==> config.mk <==
export PLATFORM = sky130hd
export DESIGN_NAME = irq_entry_ctrl
export DESIGN_NICKNAME = d
export VERILOG_FILES = /design/src/rtl/irq_entry_pkg.sv /design/src/rtl/irq_pend_bank.sv /design/src/rtl/irq_entry_seq.sv /design/src/rtl/irq_entry_ctrl.sv
export SDC_FILE = /design/constraint.sdc
export NUM_CORES = 1
export LEC_CHECK = 0
export ABC_CLOCK_PERIOD_IN_PS = 4000
export BUFFER_PORTS_ARGS = -buffer_cell sky130_fd_sc_hd__buf_2
export CAP_MARGIN = 20
export CELL_PAD_IN_SITES_DETAIL_PLACEMENT = 1
export CELL_PAD_IN_SITES_GLOBAL_PLACEMENT = 1
export CORE_MARGIN = 5
export CORE_UTILIZATION = 40
export CTS_CLUSTER_SIZE = 10
export DETAILED_ROUTE_END_ITERATION = 8
export GPL_TIMING_DRIVEN = 0
export PLACE_DENSITY_LB_ADDON = 0.08
export SYNTH_ARGS = -nofsm -noshare
export SYNTH_HDL_FRONTEND = slang
export SYNTH_HIERARCHICAL = 1
export SYNTH_SLANG_ARGS = --single-unit
==> constraint.sdc <==
create_clock -name clk -period 4 [get_ports clk]
set_clock_uncertainty 0.05 [all_clocks]
set_input_delay 0.4 -clock clk [delete_from_list [all_inputs] [get_ports clk]]
set_output_delay 0.4 -clock clk [all_outputs]
set_load 0.1 [all_outputs]
==> src/rtl/irq_entry_pkg.sv <==
package irq_entry_pkg;
    localparam int XLEN     = 32;
    localparam int BASE_LSB = 8;
    localparam logic [XLEN-1:0] VEC_OFFSET = 32'h0000_00C0;

    typedef enum logic [1:0] {
        CSR_PEND = 2'd0,
        CSR_MASK = 2'd1,
        CSR_CTL  = 2'd2,
        CSR_BASE = 2'd3
    } csr_sel_e;

    typedef struct packed {
        logic saved_en;   // bit 1
        logic glob_en;    // bit 0
    } ctl_t;

    function automatic logic [XLEN-1:0] entry_addr(input logic [XLEN-1:BASE_LSB] base);
        return {base, {BASE_LSB{1'b0}}} + VEC_OFFSET;
    endfunction
endpackage

==> src/rtl/irq_pend_bank.sv <==
module irq_pend_bank #(
    parameter int NLINES = 32
) (
    input  logic              clk,
    input  logic              rst,
    input  logic [NLINES-1:0] req,
    input  logic              clr_we,
    input  logic [NLINES-1:0] clr_bits,
    input  logic              mask_we,
    input  logic [NLINES-1:0] mask_wdata,
    output logic [NLINES-1:0] pend_q,
    output logic [NLINES-1:0] mask_q,
    output logic              active
);
    logic [NLINES-1:0] clr_eff;

    assign clr_eff = clr_we ? clr_bits : '0;
    assign active  = |(pend_q & mask_q);

    always_ff @(posedge clk) begin
        if (rst) begin
            pend_q <= '0;
            mask_q <= '0;
        end else begin
            pend_q <= (pend_q & ~clr_eff) | req;
            if (mask_we) mask_q <= mask_wdata;
        end
    end

    // every line high at an edge is pending afterwards
    p_capture_r2: assert property (@(posedge clk) disable iff (rst)
        (|req) |=> ((pend_q & $past(req)) == $past(req)));

    // cleared bits with a quiet line are gone afterwards
    p_clear_r3: assert property (@(posedge clk) disable iff (rst)
        clr_we |=> ((pend_q & $past(clr_bits & ~req)) == '0));
endmodule

==> src/rtl/irq_entry_seq.sv <==
module irq_entry_seq
    import irq_entry_pkg::*;
(
    input  logic                     clk,
    input  logic                     rst,
    input  logic                     boundary,
    input  logic                     active,
    input  logic [XLEN-1:0]          next_pc,
    input  logic                     eret,
    input  logic                     ctl_we,
    input  ctl_t                     ctl_wdata,
    input  logic                     base_we,
    input  logic [XLEN-1:BASE_LSB]   base_wdata,
    output logic                     take,
    output ctl_t                     ctl_q,
    output logic [XLEN-1:BASE_LSB]   base_q,
    output logic [XLEN-1:0]          ea_q,
    output logic [XLEN-1:0]          vector_pc
);
    assign take      = boundary & ctl_q.glob_en & active;
    assign vector_pc = entry_addr(base_q);

    always_ff @(posedge clk) begin
        if (rst) begin
            ctl_q  <= '0;
            base_q <= '0;
            ea_q   <= '0;
        end else begin
            if (base_we) base_q <= base_wdata;
            if (take) begin
                ea_q           <= next_pc;
                ctl_q.saved_en <= ctl_q.glob_en;
                ctl_q.glob_en  <= 1'b0;
            end else if (eret) begin
                ctl_q.glob_en  <= ctl_q.saved_en;
            end else if (ctl_we) begin
                ctl_q          <= ctl_wdata;
            end
        end
    end

    // entry stores resume address and moves enable to saved
    p_entry_r7: assert property (@(posedge clk) disable iff (rst)
        take |=> (ea_q == $past(next_pc) && ctl_q.saved_en && !ctl_q.glob_en));

    // no back-to-back entry
    p_no_nest_r8: assert property (@(posedge clk) disable iff (rst)
        take |=> !take);

    // return restores enable from the saved bit
    p_eret_r9: assert property (@(posedge clk) disable iff (rst)
        (eret && !take) |=> (ctl_q.glob_en == $past(ctl_q.saved_en)));

    // software write loses to entry
    p_write_loses_r10: assert property (@(posedge clk) disable iff (rst)
        (take && ctl_we) |=> !ctl_q.glob_en);
endmodule

==> src/rtl/irq_entry_ctrl.sv <==
module irq_entry_ctrl
    import irq_entry_pkg::*;
#(
    parameter int NUM_LINES = 32
) (
    input  logic                 clk,
    input  logic                 rst,
    input  logic [NUM_LINES-1:0] irq_lines,
    input  logic                 insn_boundary,
    input  logic [XLEN-1:0]      next_pc,
    input  logic                 eret,
    input  logic                 csr_we,
    input  logic [1:0]           csr_sel,
    input  logic [XLEN-1:0]      csr_wdata,
    output logic [XLEN-1:0]      csr_rdata,
    output logic                 take_exc,
    output logic [XLEN-1:0]      vector_pc,
    output logic [XLEN-1:0]      resume_pc
);
    csr_sel_e               sel;
    logic [NUM_LINES-1:0]   pend_q, mask_q;
    logic                   active;
    ctl_t                   ctl_q;
    logic [XLEN-1:BASE_LSB] base_q;

    assign sel = csr_sel_e'(csr_sel);

    irq_pend_bank #(.NLINES(NUM_LINES)) u_bank (
        .clk        (clk),
        .rst        (rst),
        .req        (irq_lines),
        .clr_we     (csr_we && sel == CSR_PEND),
        .clr_bits   (csr_wdata[NUM_LINES-1:0]),
        .mask_we    (csr_we && sel == CSR_MASK),
        .mask_wdata (csr_wdata[NUM_LINES-1:0]),
        .pend_q     (pend_q),
        .mask_q     (mask_q),
        .active     (active)
    );

    irq_entry_seq u_seq (
        .clk        (clk),
        .rst        (rst),
        .boundary   (insn_boundary),
        .active     (active),
        .next_pc    (next_pc),
        .eret       (eret),
        .ctl_we     (csr_we && sel == CSR_CTL),
        .ctl_wdata  (ctl_t'(csr_wdata[1:0])),
        .base_we    (csr_we && sel == CSR_BASE),
        .base_wdata (csr_wdata[XLEN-1:BASE_LSB]),
        .take       (take_exc),
        .ctl_q      (ctl_q),
        .base_q     (base_q),
        .ea_q       (resume_pc),
        .vector_pc  (vector_pc)
    );

    always_comb begin
        unique case (sel)
            CSR_PEND: csr_rdata = XLEN'(pend_q);
            CSR_MASK: csr_rdata = XLEN'(mask_q);
            CSR_CTL:  csr_rdata = XLEN'(ctl_q);
            CSR_BASE: csr_rdata = {base_q, {BASE_LSB{1'b0}}};
            default:  csr_rdata = '0;
        endcase
    end

    // an exception needs a boundary strobe
    p_boundary_r5: assert property (@(posedge clk) disable iff (rst)
        !insn_boundary |-> !take_exc);
endmodule

; ---- After elaboration in Yosys (flattened, before gate mapping)
; Index checks and enable logic that the tools add are counted.
[op_classes]
bitwise = 6
n_addsub = 1
n_eq_ne = 4
muxes = 6
n_reduce_logical = 10
[ops]
columns = op, count
row1 = 32-bit case mux with 4 select lines, 1
row2 = 32-bit bitwise AND, 2
row3 = 32-bit by 8-bit adder with 32-bit output (second input constant), 1
row4 = 32-bit two-way mux, 1
row5 = 32-bit inverter, 1
row6 = 32-bit bitwise OR, 1
row7 = 32-bit OR reduction, 1
row8 = 2-bit equality test (second input constant), 2
row9 = 1-bit logical AND, 4
row10 = 2-bit two-way mux, 2
row11 = 2-bit nonzero test, 2
row12 = 1-bit bitwise AND, 2
row13 = 2-bit by 1-bit equality test with 1-bit output (second input constant), 1
row14 = 2-bit logical NOT, 1
row15 = 1-bit two-way mux, 2
row16 = 2-bit by 1-bit != test with 1-bit output (second input constant), 1
row17 = 2-bit AND reduction, 1
row18 = 2-bit OR reduction, 1
[totals]
inputBits = 103
reg_bits = 122
wordCells = 33
out_inout_bits = 97

; ---- Logic depth before layout (Yosys ltp)
; Gate-level depths: netlist of the first run.
[logic_depth]
word_depth = 6
mapped_depth = 7
depth_no_buf = 5

; ---- Modules after synthesis
; Netlist of the first run, hierarchy kept.
[modules_own_cells]
columns = module, seq_area_each_um2, area_each_um2, cells_each, instances
row1 = irq_entry_seq, 1161.1, 2678.8, 263, 1
row2 = irq_pend_bank, 1281.2, 2337.2, 259, 1
row3 = irq_entry_ctrl, 0.0, 775.7, 82, 1

; ---- Least setup slack after synthesis of the first run
; OpenSTA, ideal clock, no wires.
[synth_timing]
path_type = input-to-output
startpoint = input csr_sel[0]
endpoint = output csr_rdata[8]
path_buffers = 2
cell_stages = 4
slack_ns = 1.294
arrival_ns = 2.256
t_required_ns = 3.550
cell_sequence = buf_6 -> buf_12 -> mux2i_1 -> o2bb2ai_1
[synth_between]
elab_chain_cells = 2
word_cells_on_any_way = 5
classes_between = eq/ne (3) / mux (1) / reduce/logical (1)
[synth_lines]
columns = element, line_no
row1 = "start, declared", irq_entry_ctrl.sv:13  ; input logic [1:0] csr_sel,
row2 = 2-bit equality test (tied with other cells), irq_entry_ctrl.sv:60  ; unique case (sel)
row3 = 32-bit case mux with 4 select lines *, irq_entry_ctrl.sv:60
row4 = "end, declared", irq_entry_ctrl.sv:15  ; output logic [XLEN-1:0] csr_rdata,
; Every way passes the cells marked *; elsewhere a longest branch is shown, timed or not.

; ---- Worst setup path in the final report of the first run
[layout_timing]
startpoint = register u_bank.pend_q[21]
endpoint = output take_exc
[layout_between]
elab_chain_cells = 3
[layout_lines]
columns = element, line_no
row1 = "start, declared", irq_pend_bank.sv:11  ; output logic [NLINES-1:0] pend_q,
row2 = "start signal, assigned", irq_pend_bank.sv:25  ; pend_q <= (pend_q & ~clr_eff) | req;
row3 = 32-bit bitwise AND, irq_pend_bank.sv:18  ; assign active = |(pend_q & mask_q);
row4 = 32-bit OR reduction, irq_pend_bank.sv:18
row5 = via active, irq_entry_ctrl.sv:22  ; logic active;
row6 = 1-bit bitwise AND, irq_entry_seq.sv:20  ; assign take = boundary & ctl_q.glob_en & active;
row7 = "end, declared", irq_entry_ctrl.sv:16  ; output logic take_exc,
; The timed path passes the listed nets, and every way through them passes these cells.

==> impl_summary.txt, run 1 <==
----------------------------------------------------
[Pwr]
  Ratio of total power to cell area ... 450 mW/mm^2
  Largest voltage drop on the vdd net ... 298 uV
  Cell leakage power ... 3.40 nW

[Synthesis]
  Number of distinct standard cells referenced by the synthesized netlist ... 31
  Post-Synthesis Mean Instance Area ... 9.59 um^2
  Count of synthesis-stage warnings from yosys ... 6
  Cell area after synthesis ... 0.00579 mm^2
  Flip-flop and latch count after synthesis ... 122
  Library cell with the largest summed area after synthesis ... dfxtp_1
  Sequential-to-total area share from yosys stat ... 42.2%
  Leading register cell type out of synthesis ... dfxtp_1
  Cell count after synthesis ... 604
  Fraction of synthesis flops using an asynchronous set or reset pin ... 0%
  Share of Yosys cell area claimed by the top area cell type ... 42.2%
  Synth top cells by count ... dfxtp_1 (122), mux2i_1 (121), nor2_1 (95), nand2b_1 (64), buf_4 (36)
  Main area contributors after synthesis ... dfxtp_1 (42%), mux2i_1 (21%), nand2b_1 (6.9%), nor2_1 (6.2%), buf_4 (4.7%)
  Cell with the most instances after synthesis ... dfxtp_1
  Post-synth EDFFs ... 0

[Floorplanning]
  Effective utilization at floorplan ... 40.3%
  Chip Height ... 130 um
  Core region area ... 0.0144 mm^2
  Total number of placement rows ... 44
  Count of pins on the block boundary ... 200
  Die extent in x ... 130 um
  Total die area ... 0.0170 mm^2

[Critical path]
  Standard cell with the maximum stage delay on the critical path ... or4_1
  Cell-by-cell trace of the critical path ... a22oi_1, nand4_1, or4_1, and3_1, buf_6, buf_12, buf_2
  CP required ... 3.55 ns
  Setup CP Type ... flip-flop to output port
  Critical path peak fanout ... 10
  Top Family by Delay on Critical Path ... simple AND/OR/NAND/NOR gates
  Element type at the critical path start ... flip-flop
  CP bufs+invs ... 3
  Max incr delay on CP ... 0.61 ns
  Kind of capture point of the worst setup path ... output port
  Signal arrival time at the worst endpoint ... 2.68 ns

[Clock tree]
  Hold-fix buffer count after cts ... 0
  Inserted Clock Buffers ... 17
  H-Tree Level Count ... 4
  Clock latency on the worst-skew pair ... 0.41 ns
  Clock sink total ... 122
  Buffer type at the clock tree root ... clkbuf_16
  CTS Buffer Depth ... 2
  CTS tree ... built
  Clock-pin slew of the registers on the worst-case setup and hold paths ... 0.05 ns
  Post-CTS setup buffer count ... 0
  Number of instances resized during post-cts repair ... 0

[GRT]
  First-pass GRT wire length ... 29300 um
  Global routing met2 resource utilization ... 39.7%
  Met1 track demand over resource ... 26.7%
  Number of global-route vias before repair ... 5401
  Grt peak-use layer ... met2
  Antenna violations before repair ... 1
  Maximum number of pins on one net before global-route repair ... 17
  Remaining global-route overflow ... 0
  GRT Total Usage ... 22.9%
  Met3 track demand over resource ... 6.92%

[STA]
  Worst hold margin ... 0.153 ns
  Total Neg Setup Slack ... 0 ns
  Tmin final ... 3.13 ns
  Setup repair after global routing missed its margin ... no
  Slew at the pin closest to its max-slew limit ... 0.790 ns
  Slew Limit Fails ... 0
  Fin crit share ... 78.2%
  Final hold violation count ... 0
  Max Fclk ... 0.320 GHz
  Worst slew margin relative to its limit ... 47.4%
  Final number of setup-violating endpoints ... 0

[Cells and area]
  Filler instances ... 1726
  Synth-to-layout area growth ... 30.5%
  Share of post-route cells with drive strength above 1 ... 34.2%
  Summed area of non-filler cells in the final layout ... 0.00756 mm^2
  Final cell utilization of the core ... 52.6%
  Net count reported at finish ... 922

[Detailed routing]
  Total number of vias ... 5129
  Number of detailed-routing iterations run before antenna repair ... 4
  Post-DR vias/cell ... 5.05
  Count of nets left with antenna violations after detail routing ... 0
  Starting DRC count in detailed routing ... 236
  Average routed wire per standard cell ... 19.2 um
  Number of remaining DRC errors ... 0
  Final WL ... 19500 um

[Outcome]
  Status ... complete, no violations

[Placement]
  Input/output buffers ... 190
  Cell area after placement ... 0.00700 mm^2
  Final GP Congestion ... 0.815
  Final HPWL DP ... 14400 um

[Job]
  Max-cap check violation count ... 0

[Min path]
  Min-delay worst type ... primary input to flip-flop

----------------------------------------------------
[metrics by stage]
step                std cells  worst slack (ns)  power [W]
detailed placement        984              1.32    0.00198
finish                   1016             0.871    0.00340
global placement          984              1.33    0.00197
CTS                      1015             0.869    0.00343
floorplan                 610              1.29    0.00181
global route             1015             0.772    0.00351
[path summary, 6_finish.rpt]
check | start | endpoint | slack [ns] | depth (start not counted)
worst max register to register | u_bank/pend_q[21] | u_seq/ea_q[27] | 1.73 | 7
worst min-delay path | irq_lines[20] | u_bank/pend_q[20] | 0.15 | 3
worst max-delay path | u_bank/pend_q[21] | take_exc | 0.87 | 7
worst min register to register | u_seq/ea_q[2] | u_seq/ea_q[2] | 0.42 | 2
[worst min-delay path: cells and delay by family]
kind	cells	cell delay, ns
buffers and inverters	1	0.08
AOI/OAI and AO/OA	1	0.03
and+or+nand+nor	1	0.07
[registers in the layout, summed over array words and instances (netlist names)]
signal         flops
u_bank/pend_q     32
u_seq/ctl_q        2
u_seq/base_q      24
u_seq/ea_q        32
u_bank/mask_q     32
[layout make-up]
type / instances / area (um^2) / area share, %
antenna: 1 / 2.50 / 0.0331
buffer: 74 / 547 / 7.24
clock buffer: 31 / 558 / 7.39
inverter: 2 / 7.51 / 0.0994
multi-input combinational: 412 / 2820 / 37.3
sequential: 122 / 2440 / 32.3
tap: 184 / 230 / 3.05
timing repair buffer: 190 / 951 / 12.6
[cells in the final DEF (no fill, tap or decap), types with 4 or more instances in the layout]
cell       count
clkbuf_16     17
nand2b_1      64
nand4_1        4
o2bb2ai_2      8
clkbuf_1      20
a22oi_1       15
mux2i_1      121
nand2_1       33
a21oi_1       32
buf_2        201
clkbuf_8       8
o2bb2ai_1     18
conb_1         8
buf_4         36
nor2_1        95
buf_6          5
dfxtp_1      122
buf_12         5
[cell families (layout without fill, tap and decap cells)]
family	Yosys count	after routing	share of synthesized area, %
AND/OR/NAND/NOR	207	207	17.1
multiplexers	121	121	20.9
other	2	9	0.130
buffers and inverters	76	297	9.57
flip-flops	122	122	42.2
AO/OA/AOI/OAI	76	76	10.1
[per-layer routing]
layer | vias to the layer above | share of wire [%]
li1 | 2453 | -
met5 | - | 0.067
met1 | 2478 | 40
met3 | 30 | 7.6
met2 | 166 | 50
met4 | 2 | 2.0
[power breakdown]
part	leakage (nW)	internal, W	total [W]	switching, W
clock	0.274	0.000923	0.00144	0.000516
combinational	2.12	0.000180	0.000650	0.000470
sequential	0.998	0.00127	0.00131	0.0000422
total	3.40	0.00237	0.00340	0.00103
Power figures use the tool's default switching activity.
==> run 2, diff against run 1 <==
--- a/config.mk
+++ b/config.mk
@@ -5,13 +5,14 @@
 export SDC_FILE = /design/constraint.sdc
 export NUM_CORES = 1
 export LEC_CHECK = 0
-export ABC_CLOCK_PERIOD_IN_PS = 4000
+export ABC_AREA = 1
+export ABC_CLOCK_PERIOD_IN_PS = 3150
 export BUFFER_PORTS_ARGS = -buffer_cell sky130_fd_sc_hd__buf_2
 export CAP_MARGIN = 20
 export CELL_PAD_IN_SITES_DETAIL_PLACEMENT = 1
 export CELL_PAD_IN_SITES_GLOBAL_PLACEMENT = 1
 export CORE_MARGIN = 5
-export CORE_UTILIZATION = 40
+export CORE_UTILIZATION = 34
 export CTS_CLUSTER_SIZE = 10
 export DETAILED_ROUTE_END_ITERATION = 8
 export GPL_TIMING_DRIVEN = 0
==> constraint.sdc (replaced) <==
create_clock -name clk -period 3.15 [get_ports clk]
set_clock_uncertainty 0.05 [all_clocks]
set_input_delay 0.315 -clock clk [delete_from_list [all_inputs] [get_ports clk]]
set_output_delay 0.315 -clock clk [all_outputs]
set_load 0.1 [all_outputs]
==> run 2 against run 1 <==
Compared with the run above: via count increased by 17%; non-clock buffer count increased by 8; global-route usage decreased by 1.2 points; synthesized area decreased by 1.1%; wire length increased by 8.8%; design area decreased by 0.93%; first-iteration DRC count decreased by 6.8%; largest power group unchanged.
==> impl_summary.txt, run 2 <==
----------------------------------------------------
[Outcome]
  Status ... complete, no violations

[Pwr]
  Share of total power in sequential cells ... 39.8%
  Cell leakage power ... 3.91 nW
  Proportion of power drawn by combinational gates ... 19.6%
  Psw ... 0.00132 W
  Total design power ... 0.00419 W
  Ratio of total power to cell area ... 560 mW/mm^2
  Clock network fraction of total power ... 40.7%
  Largest voltage drop on the vdd net ... 304 uV
  Internal cell power ... 0.00287 W
  Switching power as a share of total power ... 31.6%

[Critical path]
  Max incr delay on CP ... 0.41 ns
  Standard cell with the maximum stage delay on the critical path ... buf_2
  Setup CP Type ... flip-flop to output port
  CP required ... 2.78 ns
  Kind of capture point of the worst setup path ... output port
  Cell-by-cell trace of the critical path ... nand2_1, nand2_1, nor2_1, nand2_1, nor2_1, nand2_1, nand3_2, buf_4, buf_6, inv_1, buf_2
  Element type at the critical path start ... flip-flop
  Critical path peak fanout ... 10
  CP bufs+invs ... 4
  Top Family by Delay on Critical Path ... buffers and inverters
  CP dominant cell by count ... nand2_1
  Signal arrival time at the worst endpoint ... 2.17 ns

[Synthesis]
  Sequential-to-total area share from yosys stat ... 42.6%
  Count of synthesis-stage warnings from yosys ... 6
  Cell count after synthesis ... 844
  Cell area after synthesis ... 0.00573 mm^2
  Library cell with the largest summed area after synthesis ... dfxtp_1
  Post-synth EDFFs ... 0
  Cell with the most instances after synthesis ... nand2_1
  Fraction of synthesis flops using an asynchronous set or reset pin ... 0%
  Number of distinct standard cells referenced by the synthesized netlist ... 20
  Post-Synthesis Mean Instance Area ... 6.79 um^2
  Flip-flop and latch count after synthesis ... 122
  Leading register cell type out of synthesis ... dfxtp_1
  Share of Yosys cell area claimed by the top area cell type ... 42.6%
  Main area contributors after synthesis ... dfxtp_1 (43%), nand2_1 (17%), nor2_1 (10%), nand3_1 (7.5%), buf_4 (6.3%)
  Synth top cells by count ... nand2_1 (256), nor2_1 (158), dfxtp_1 (122), nand3_1 (86), a21oi_1 (65)

[Cells and area]
  Most frequent cells in the layout ... nand2_1 (256), buf_2 (200), nor2_1 (158)
  Top Registers ... u_bank/mask_q x32, u_bank/pend_q x32, u_seq/ea_q x32
  Antenna Cells ... 0
  Synth-to-layout area growth ... 30.7%
  Final cell utilization of the core ... 45.1%
  Share of post-route cells with drive strength above 1 ... 27.9%
  Commonest non-fill, non-tap cell in the layout ... nand2_1
  Net count reported at finish ... 1162

[Clock tree]
  CTS Buffer Depth ... 2
  Post-CTS setup buffer count ... 0
  Number of instances resized during post-cts repair ... 0
  Inserted Clock Buffers ... 17
  Clock latency on the worst-skew pair ... 0.41 ns
  Clock-pin slew of the registers on the worst-case setup and hold paths ... 0.05 ns
  Hold-fix buffer count after cts ... 0
  Clock sink total ... 122
  H-Tree Level Count ... 4
  Buffer type at the clock tree root ... clkbuf_16
  CTS tree ... built

[GRT]
  Maximum number of pins on one net before global-route repair ... 17
  Number of global-route vias before repair ... 6234
  Antenna violations before repair ... 0
  Global routing met2 resource utilization ... 35.9%
  First-pass GRT wire length ... 33400 um
  Remaining global-route overflow ... 0
  Grt peak-use layer ... met2
  GRT Total Usage ... 21.7%
  Met1 track demand over resource ... 28.5%
  Met3 track demand over resource ... 5.18%

[STA]
  Worst Setup Slack, final ... 0.613 ns
  Slew at the pin closest to its max-slew limit ... 0.858 ns
  Worst slew margin relative to its limit ... 42.3%
  Total Neg Setup Slack ... 0 ns
  Final hold violation count ... 0
  Fin crit share ... 80.5%
  Worst hold margin ... 0.0519 ns
  Max Fclk ... 0.394 GHz
  Tmin final ... 2.54 ns
  Setup repair after global routing missed its margin ... no
  Slew Limit Fails ... 0
  Final number of setup-violating endpoints ... 0

[Detailed routing]
  Post-DR vias/cell ... 4.67
  Starting DRC count in detailed routing ... 220
  Number of detailed-routing iterations run before antenna repair ... 4
  Number of remaining DRC errors ... 0
  Total number of vias ... 6016
  Final WL ... 21200 um
  Count of nets left with antenna violations after detail routing ... 0
  Average routed wire per standard cell ... 16.5 um

[Floorplanning]
  Count of pins on the block boundary ... 200
  Total number of placement rows ... 47
  Effective utilization at floorplan ... 34.5%
  Core region area ... 0.0166 mm^2
  Chip Height ... 140 um
  Die extent in x ... 140 um
  Total die area ... 0.0195 mm^2

[Placement]
  Input/output buffers ... 190
  Final GP Congestion ... 0.808
  Final HPWL DP ... 15900 um
  Setup slack after placement ... 0.940 ns

[Min path]
  Min-delay worst type ... primary input to flip-flop

[Job]
  Max-cap check violation count ... 0

----------------------------------------------------
[run 2: cell types whose count changed after synthesis, sizes merged, moves of 8 or more]
cell / before / now
clkbuf: 15 / 7
mux2i: 121 / 0
a22oi: 16 / 0
nand2b: 64 / 0
nand3: 0 / 87
nand2: 33 / 256
nor2: 95 / 159
o2bb2ai: 26 / 0
inv: 2 / 42
a21oi: 32 / 65
o21ai: 0 / 24
buf: 59 / 75
[run 2: power groups by stage]
stage / Combinational (W) / Clock, W / Sequential [W]
2_1_floorplan: 0.000561 / 0 / 0.00173
3_3_place_gp: 0.000816 / 0 / 0.00170
3_5_place_dp: 0.000821 / 0 / 0.00170
4_1_cts: 0.000823 / 0.00176 / 0.00167
5_1_grt: 0.000870 / 0.00183 / 0.00167
6_report: 0.000820 / 0.00171 / 0.00167
[run 2: layout make-up]
| type | instances | area, um^2 |
|---|---|---|
| timing repair buffer | 190 | 951 |
| clock inverter | 4 | 20.0 |
| sequential | 122 | 2440 |
| tap | 220 | 275 |
| inverter | 42 | 160 |
| buffer | 82 | 631 |
| clock buffer | 23 | 488 |
| fill | 2271 | 9100 |
| multi-input combinational | 604 | 2520 |
[run 2: worst paths after layout]
path | start | cells past startpoint | endpoint | slack [ns]
hold / removal | rst | 2 | u_seq/ctl_q[1] | 0.05
hold reg to reg | u_bank/mask_q[6] | 2 | u_bank/mask_q[6] | 0.43
setup / recovery | u_bank/pend_q[24] | 11 | take_exc | 0.61
setup reg to reg | u_bank/pend_q[20] | 11 | u_seq/ea_q[10] | 1.47
[run 2: routing by layer]
layer,routed length [um],up-vias
li1,-,3028
met1,9660,2809
met2,10100,158
met3,1190,21
met4,257,0
met5,0,-
[run 2: metrics by stage]
step	std cells	area [um^2]
CTS	1287	7490
floorplan	850	5750
global route	1287	7490
detailed placement	1260	6980
finish	1287	7490
global placement	1260	6980
[run 2: logic make-up after synthesis]
| family | Yosys count | share of synthesized area (%) |
|---|---|---|
| compound gates | 89 | 7.77 |
| buf+inv | 124 | 13.8 |
| flops | 122 | 42.6 |
| other cells | 2 | 0.131 |
| simple gates | 507 | 35.7 |
[run 2: worst reg2reg max path, cell delays in order, from the launching register on]
cell     delay (ns)
dfxtp_1        0.33
nand2_1        0.12
nand2_1        0.07
nor2_1         0.12
nand2_1        0.06
nor2_1         0.11
nand2_1        0.10
nand3_2        0.11
buf_4          0.21
buf_6          0.17
nor2_1         0.05
nor2_1         0.12
